**config.mk**
```make
export PLATFORM = sky130hd
export DESIGN_NAME = rx_frame_readout
export DESIGN_NICKNAME = d
export VERILOG_FILES = /design/src/rtl/rxr_pkg.sv /design/src/rtl/rxr_stat_fifo.sv /design/src/rtl/rxr_byte_fifo.sv /design/src/rtl/rx_frame_readout.sv
export SDC_FILE = /design/constraint.sdc
export NUM_CORES = 2
export LEC_CHECK = 0
export BUFFER_PORTS_ARGS = -buffer_cell sky130_fd_sc_hd__buf_2
export CAP_MARGIN = 25
export CORE_UTILIZATION = 50
export CTS_CLUSTER_DIAMETER = 80
export CTS_CLUSTER_SIZE = 14
export DETAILED_ROUTE_END_ITERATION = 10
export MAX_ROUTING_LAYER = met4
export PLACE_DENSITY = 0.63
export SLEW_MARGIN = 20
export SYNTH_ARGS = -nofsm -noshare
export SYNTH_HDL_FRONTEND = slang
export SYNTH_SLANG_ARGS = --single-unit
```
**constraint.sdc**
```tcl
create_clock -name clk -period 7.55 [get_ports clk]
set_clock_uncertainty 0.05 [all_clocks]
set_input_delay 0.755 -clock clk [delete_from_list [all_inputs] [get_ports clk]]
set_output_delay 0.755 -clock clk [all_outputs]
set_load 0.01 [all_outputs]
```
**src/rtl/rxr_pkg.sv**
```systemverilog
package rxr_pkg;
    localparam int CNT_W = 16;
    localparam int CLS_W = 8;
    localparam int WORD_W = 32;
    localparam int LANES = WORD_W / 8;

    typedef struct packed {
        logic             done;
        logic [CLS_W-1:0] cls;
        logic [CNT_W-1:0] cnt;
    } stat_ent_t;

    localparam int PAD_W = WORD_W - 1 - CLS_W - CNT_W;
endpackage

```
**src/rtl/rxr_stat_fifo.sv**
```systemverilog
module rxr_stat_fifo
    import rxr_pkg::*;
#(
    parameter int DEPTH = 8
) (
    input  logic              clk,
    input  logic              rst_n,
    input  logic              push,
    input  logic              push_last,
    input  logic [CLS_W-1:0]  push_cls,
    input  logic              pop_req,
    output logic [WORD_W-1:0] head_word,
    output logic              has_space,
    output logic              frame_open
);
    localparam int AW = $clog2(DEPTH);

    typedef struct packed {
        stat_ent_t [DEPTH-1:0] ent;
        logic [AW-1:0]         rd;
        logic [AW-1:0]         wr;
        logic [AW:0]           occ;
        logic                  open;
    } st_t;

    st_t st_q, st_d;
    stat_ent_t head;
    logic head_done, pop, push_new;
    logic [AW-1:0] last_idx;

    always_comb begin
        head      = (st_q.occ != '0) ? st_q.ent[st_q.rd] : '0;
        head_done = (st_q.occ != '0) && head.done;
        pop       = pop_req && head_done;
        push_new  = push && !st_q.open;
        last_idx  = st_q.wr - 1'b1;
        st_d      = st_q;
        if (pop) begin
            st_d.rd = st_q.rd + 1'b1;
        end
        if (push) begin
            if (!st_q.open) begin
                st_d.ent[st_q.wr].done = push_last;
                st_d.ent[st_q.wr].cls  = push_last ? push_cls : '0;
                st_d.ent[st_q.wr].cnt  = CNT_W'(1);
                st_d.wr                = st_q.wr + 1'b1;
            end else begin
                st_d.ent[last_idx].cnt = st_q.ent[last_idx].cnt + 1'b1;
                if (push_last) begin
                    st_d.ent[last_idx].done = 1'b1;
                    st_d.ent[last_idx].cls  = push_cls;
                end
            end
            st_d.open = !push_last;
        end
        st_d.occ = st_q.occ + (AW+1)'(push_new) - (AW+1)'(pop);
    end

    always_ff @(posedge clk or negedge rst_n) begin
        if (!rst_n) st_q <= '0;
        else        st_q <= st_d;
    end

    assign head_word  = {head.done, {PAD_W{1'b0}}, head.cls, head.cnt};
    assign has_space  = st_q.occ < (AW+1)'(DEPTH);
    assign frame_open = st_q.open;

    assert_occ_bound_R9: assert property (@(posedge clk) disable iff (!rst_n)
        st_q.occ <= (AW+1)'(DEPTH));
    assert_count_monotonic_R3: assert property (@(posedge clk) disable iff (!rst_n)
        (st_q.occ != '0 && !pop) |=> (head.cnt >= $past(head.cnt)));
    assert_done_frozen_R4: assert property (@(posedge clk) disable iff (!rst_n)
        (head_done && !pop_req) |=> (head.done && $stable(head.cnt) && $stable(head.cls)));
    assert_pop_retires_R5: assert property (@(posedge clk) disable iff (!rst_n)
        (pop && !push_new) |=> (st_q.occ == $past(st_q.occ) - 1'b1));
endmodule

```
**src/rtl/rxr_byte_fifo.sv**
```systemverilog
module rxr_byte_fifo
    import rxr_pkg::*;
#(
    parameter int DEPTH = 64
) (
    input  logic              clk,
    input  logic              rst_n,
    input  logic              wr_en,
    input  logic [7:0]        wr_byte,
    input  logic              wr_last,
    input  logic              rd_en,
    output logic [WORD_W-1:0] rd_word,
    output logic              has_space
);
    localparam int AW = $clog2(DEPTH);
    localparam int TW = $clog2(LANES) + 1;

    typedef struct packed {
        logic [DEPTH-1:0][8:0] mem;
        logic [AW-1:0]         rd;
        logic [AW-1:0]         wr;
        logic [AW:0]           occ;
    } bf_t;

    bf_t bf_q, bf_d;
    logic [WORD_W-1:0] word;
    logic [TW-1:0] take;
    logic stop, do_wr;
    logic [AW-1:0] idx;

    always_comb begin
        word = '0;
        take = '0;
        stop = 1'b0;
        idx  = '0;
        for (int i = 0; i < LANES; i++) begin
            idx = bf_q.rd + AW'(i);
            if (!stop && ((AW+1)'(i) < bf_q.occ)) begin
                word[8*i +: 8] = bf_q.mem[idx][7:0];
                take           = take + 1'b1;
                stop           = bf_q.mem[idx][8];
            end
        end
        do_wr = wr_en && (bf_q.occ < (AW+1)'(DEPTH));
        bf_d  = bf_q;
        if (do_wr) begin
            bf_d.mem[bf_q.wr] = {wr_last, wr_byte};
            bf_d.wr           = bf_q.wr + 1'b1;
        end
        if (rd_en) begin
            bf_d.rd = bf_q.rd + AW'(take);
        end
        bf_d.occ = bf_q.occ + (AW+1)'(do_wr) - (rd_en ? (AW+1)'(take) : '0);
    end

    always_ff @(posedge clk or negedge rst_n) begin
        if (!rst_n) bf_q <= '0;
        else        bf_q <= bf_d;
    end

    assign rd_word   = word;
    assign has_space = bf_q.occ < (AW+1)'(DEPTH);

    assert_occ_bound_R9: assert property (@(posedge clk) disable iff (!rst_n)
        bf_q.occ <= (AW+1)'(DEPTH));
    assert_no_underflow_R8: assert property (@(posedge clk) disable iff (!rst_n)
        (rd_en && bf_q.occ == '0 && !wr_en) |=> (bf_q.occ == '0));
    assert_empty_reads_zero_R8: assert property (@(posedge clk) disable iff (!rst_n)
        (bf_q.occ == '0) |-> (rd_word == '0));
endmodule

```
**src/rtl/rx_frame_readout.sv**
```systemverilog
module rx_frame_readout
    import rxr_pkg::*;
#(
    parameter int BYTE_DEPTH = 64,
    parameter int STAT_DEPTH = 8
) (
    input  logic              clk,
    input  logic              rst_n,
    input  logic              rx_valid,
    input  logic [7:0]        rx_byte,
    input  logic              rx_last,
    input  logic [CLS_W-1:0]  rx_class,
    output logic              rx_ready,
    input  logic              stat_rd,
    output logic [WORD_W-1:0] stat_word,
    input  logic              data_rd,
    output logic [WORD_W-1:0] data_word
);
    logic byte_space, stat_space, open, accept;

    always_comb begin
        rx_ready = byte_space && (open || stat_space);
        accept   = rx_valid && rx_ready;
    end

    rxr_stat_fifo #(.DEPTH(STAT_DEPTH)) u_stat (
        .clk        (clk),
        .rst_n      (rst_n),
        .push       (accept),
        .push_last  (rx_last),
        .push_cls   (rx_class),
        .pop_req    (stat_rd),
        .head_word  (stat_word),
        .has_space  (stat_space),
        .frame_open (open)
    );

    rxr_byte_fifo #(.DEPTH(BYTE_DEPTH)) u_bytes (
        .clk       (clk),
        .rst_n     (rst_n),
        .wr_en     (accept),
        .wr_byte   (rx_byte),
        .wr_last   (rx_last),
        .rd_en     (data_rd),
        .rd_word   (data_word),
        .has_space (byte_space)
    );

    assert_ready_blocks_R9: assert property (@(posedge clk) disable iff (!rst_n)
        (!byte_space) |-> !rx_ready);
endmodule

```
==> impl_metrics.toml <==
[place]
routabilityCongestion = 0.9473
post-place-ws_ns = 1.401
placed_area_um2 = 53370
portBuffers = 79
place_hpwl_um = 107800

[synthesis]
synthDistinctLibCells = 67
postSynthCellCount = 3519
synth_seq_cells = 806
netlist.area_leader.share_pct = 38.98
async_reset_ff_share_pct = 100.0
ys.flop_type = "dfrtp_1"
ys_seq_area_share_pct = 38.98
synth_area_per_cell_um2 = 14.70
yosysWarnings = 0
synth_area_leader_cell = "dfrtp_1"
netlist_area_um2 = 51740
synth_edf_count = 0
netlist_top_cells_area = "dfrtp_1 39%, mux4_2 32%, mux2_2 12%, a22o_1 2.3%, mux2i_1 2.0%"

[layout]
nets = 3490
final_common_cell = "dfrtp_1"
fin_util_pct = 54.36
layout_common_cells = "801 x dfrtp_1, 741 x mux4_2, 550 x mux2_2"
final_area_um2 = 55540
area_growth_pct = 7.344
fillCellCount = 8357
drive_gt1_share_pct = 47.08

[clock_network]
cts_buffers = 70
clock-sinks = 806
cts-resized-gates = 0
clockBufferDepth = 3
post-cts-setup-buffers = 0
cts_max_level = 3
clk_pin_slew_ns = 0.07
ctsHoldBuffers = 0
clock-root-buffer = "clkbuf_16"
cts_tree = "built"
clock_latency_ns = 0.69

[global_routing]
first_global_vias = 35824
grt_pass1_wl_um = 247800
grt_util_all_layers_pct = 33.47
grt_max_degree = 194
grt_overflow_total = 0
antenna_found_initial = 8

[sta]
finalSetupViolations = 0
period_share_pct = 88.35
fin_tns_setup_ns = 0
fmax_ghz = 0.1499
final_hold_viol_count = 0
hold_ws_ns = 0.09195
drv_slew = 0
slew_headroom_pct = 25.34
worst_slack_ns = 0.8798
worst_pin_slew_ns = 1.120
period_needed_ns = 6.670
rsz0062_at_grt = "false"

[power]
vdd_drop_max_mv = 0.3224
p_per_area_nw_per_um2 = 387.0
p_leak_nw = 23.51

[critical_path]
end_kind = "output port"
critPathRequiredTime_ns = 6.74
critPathKind = "reg2out"
crit_arrival_ns = 5.87
r2r_slack_ns = 1.39
critPathLaunchType = "register"
worstPathMaxFanout = 36

[die]
dieHeight_um = 323.7
start_util_pct = 50.64
rows = 117
ios = 87
die_area_um2 = 104800
core-area_um2 = 102200
dieWidth_um = 323.7

[routing]
drt-initial-drc-count = 4854
drt_pass1_iterations = 7
vias = 35833
vias_per_cell = 7.417
wire_per_inst_um = 34.47
drc = 0
antenna_left = 0
drt-total-wl_um = 166500

[worst_hold_path]
hold_class = "in2async"

[job]
max-cap-violations = 0

[status]
status = "finished, final reports clean"
[metal layers]
layer  track usage, %  routed length [µm]  up-vias
li1                 -                   -    13920
met1            44.36               62970    19068
met2            49.73               78130     2409
met3            6.693               16780      436
met4            15.97                8659        0
met5                -                   0        -
[Yosys cell counts, types with 24 or more instances]
library cell and number:
dfrtp_1 806, mux4_2 741, mux2_2 550, nand2_1 196, clkbuf_1 161, a22o_1 137, buf_2 110, mux2i_1 104
nor2_1 103, o21ai_0 85, buf_1 45, a211oi_1 42, inv_1 34, xnor2_1 34, nor2b_1 32, ha_1 31
nand3_1 30, o21ai_1 24
[flip-flops by register name, summed over array words and instances, names as in the netlist]
register	cells
u_stat.frame_open	1
u_stat.st_q	210
u_bytes.bf_q	595
[through the flow]
| step | power (mW) | cells |
|---|---|---|
| 2_1_floorplan | 14.15 | 3525 |
| 3_3_place_gp | 17.57 | 4722 |
| 3_5_place_dp | 17.85 | 4724 |
| 4_1_cts | 21.37 | 4818 |
| 5_1_grt | 22.40 | 4829 |
| 6_report | 21.50 | 4831 |
[path summary, 6_finish.rpt]
check / start / to / depth (start not counted)
max: u_bytes.bf_q[13] / data_word[27] / 12
min: rst_n / u_bytes.bf_q[461] / 1
max reg2reg: u_bytes.bf_q[13] / u_bytes.bf_q[6] / 20
min reg2reg: u_stat.st_q[85] / u_stat.st_q[85] / 1
max in group asynchronous: rst_n / u_bytes.bf_q[57] / 3
min in group clk: data_rd / u_bytes.bf_q[15] / 2
[layout make-up]
cell class | count | area (µm²) | area share, %
Sequential cell | 806 | 20180 | 36.34
Clock buffer | 79 | 1815 | 3.269
Tap cell | 1368 | 1712 | 3.082
Timing Repair Buffer | 176 | 1303 | 2.345
Multi-Input combinational cell | 2342 | 30170 | 54.31
Clock inverter | 15 | 203.9 | 0.3672
Inverter | 38 | 142.6 | 0.2568
Antenna cell | 7 | 17.52 | 0.03154
[power breakdown]
group / internal [mW] / switching (mW) / leakage [nW]
clock: 1.79 / 1.72 / 0.981
combinational: 5.03 / 6.96 / 11.5
sequential: 5.09 / 0.914 / 11.0
total: 11.9 / 9.59 / 23.5
[cells by family (layout without fill, tap and decap cells)]
kind of cell,count (synthesis),in the layout,synth area share (%)
muxes,1401,1401,46.36
adders and majority gates,34,34,0.8657
other,1,14,0.007247
DFF,806,806,38.98
and+or+nand+nor,440,440,3.862
buffers and inverters,377,308,3.197
AOI/OAI and AO/OA,408,408,5.818
xor gates and xnor gates,52,52,0.9092
[critical path, cell delays in order (launching register included)]
cell	delay, ns
dfrtp_4	0.69
inv_1	0.16
ha_4	0.57
buf_4	0.54
mux4_2	0.58
mux2i_1	0.15
nand3_1	0.09
a31o_1	0.26
a211o_1	0.47
buf_4	0.30
nand2b_1	0.65
a211oi_2	0.48
buf_2	0.20
Note: power is estimated with default switching activity, not from simulation.
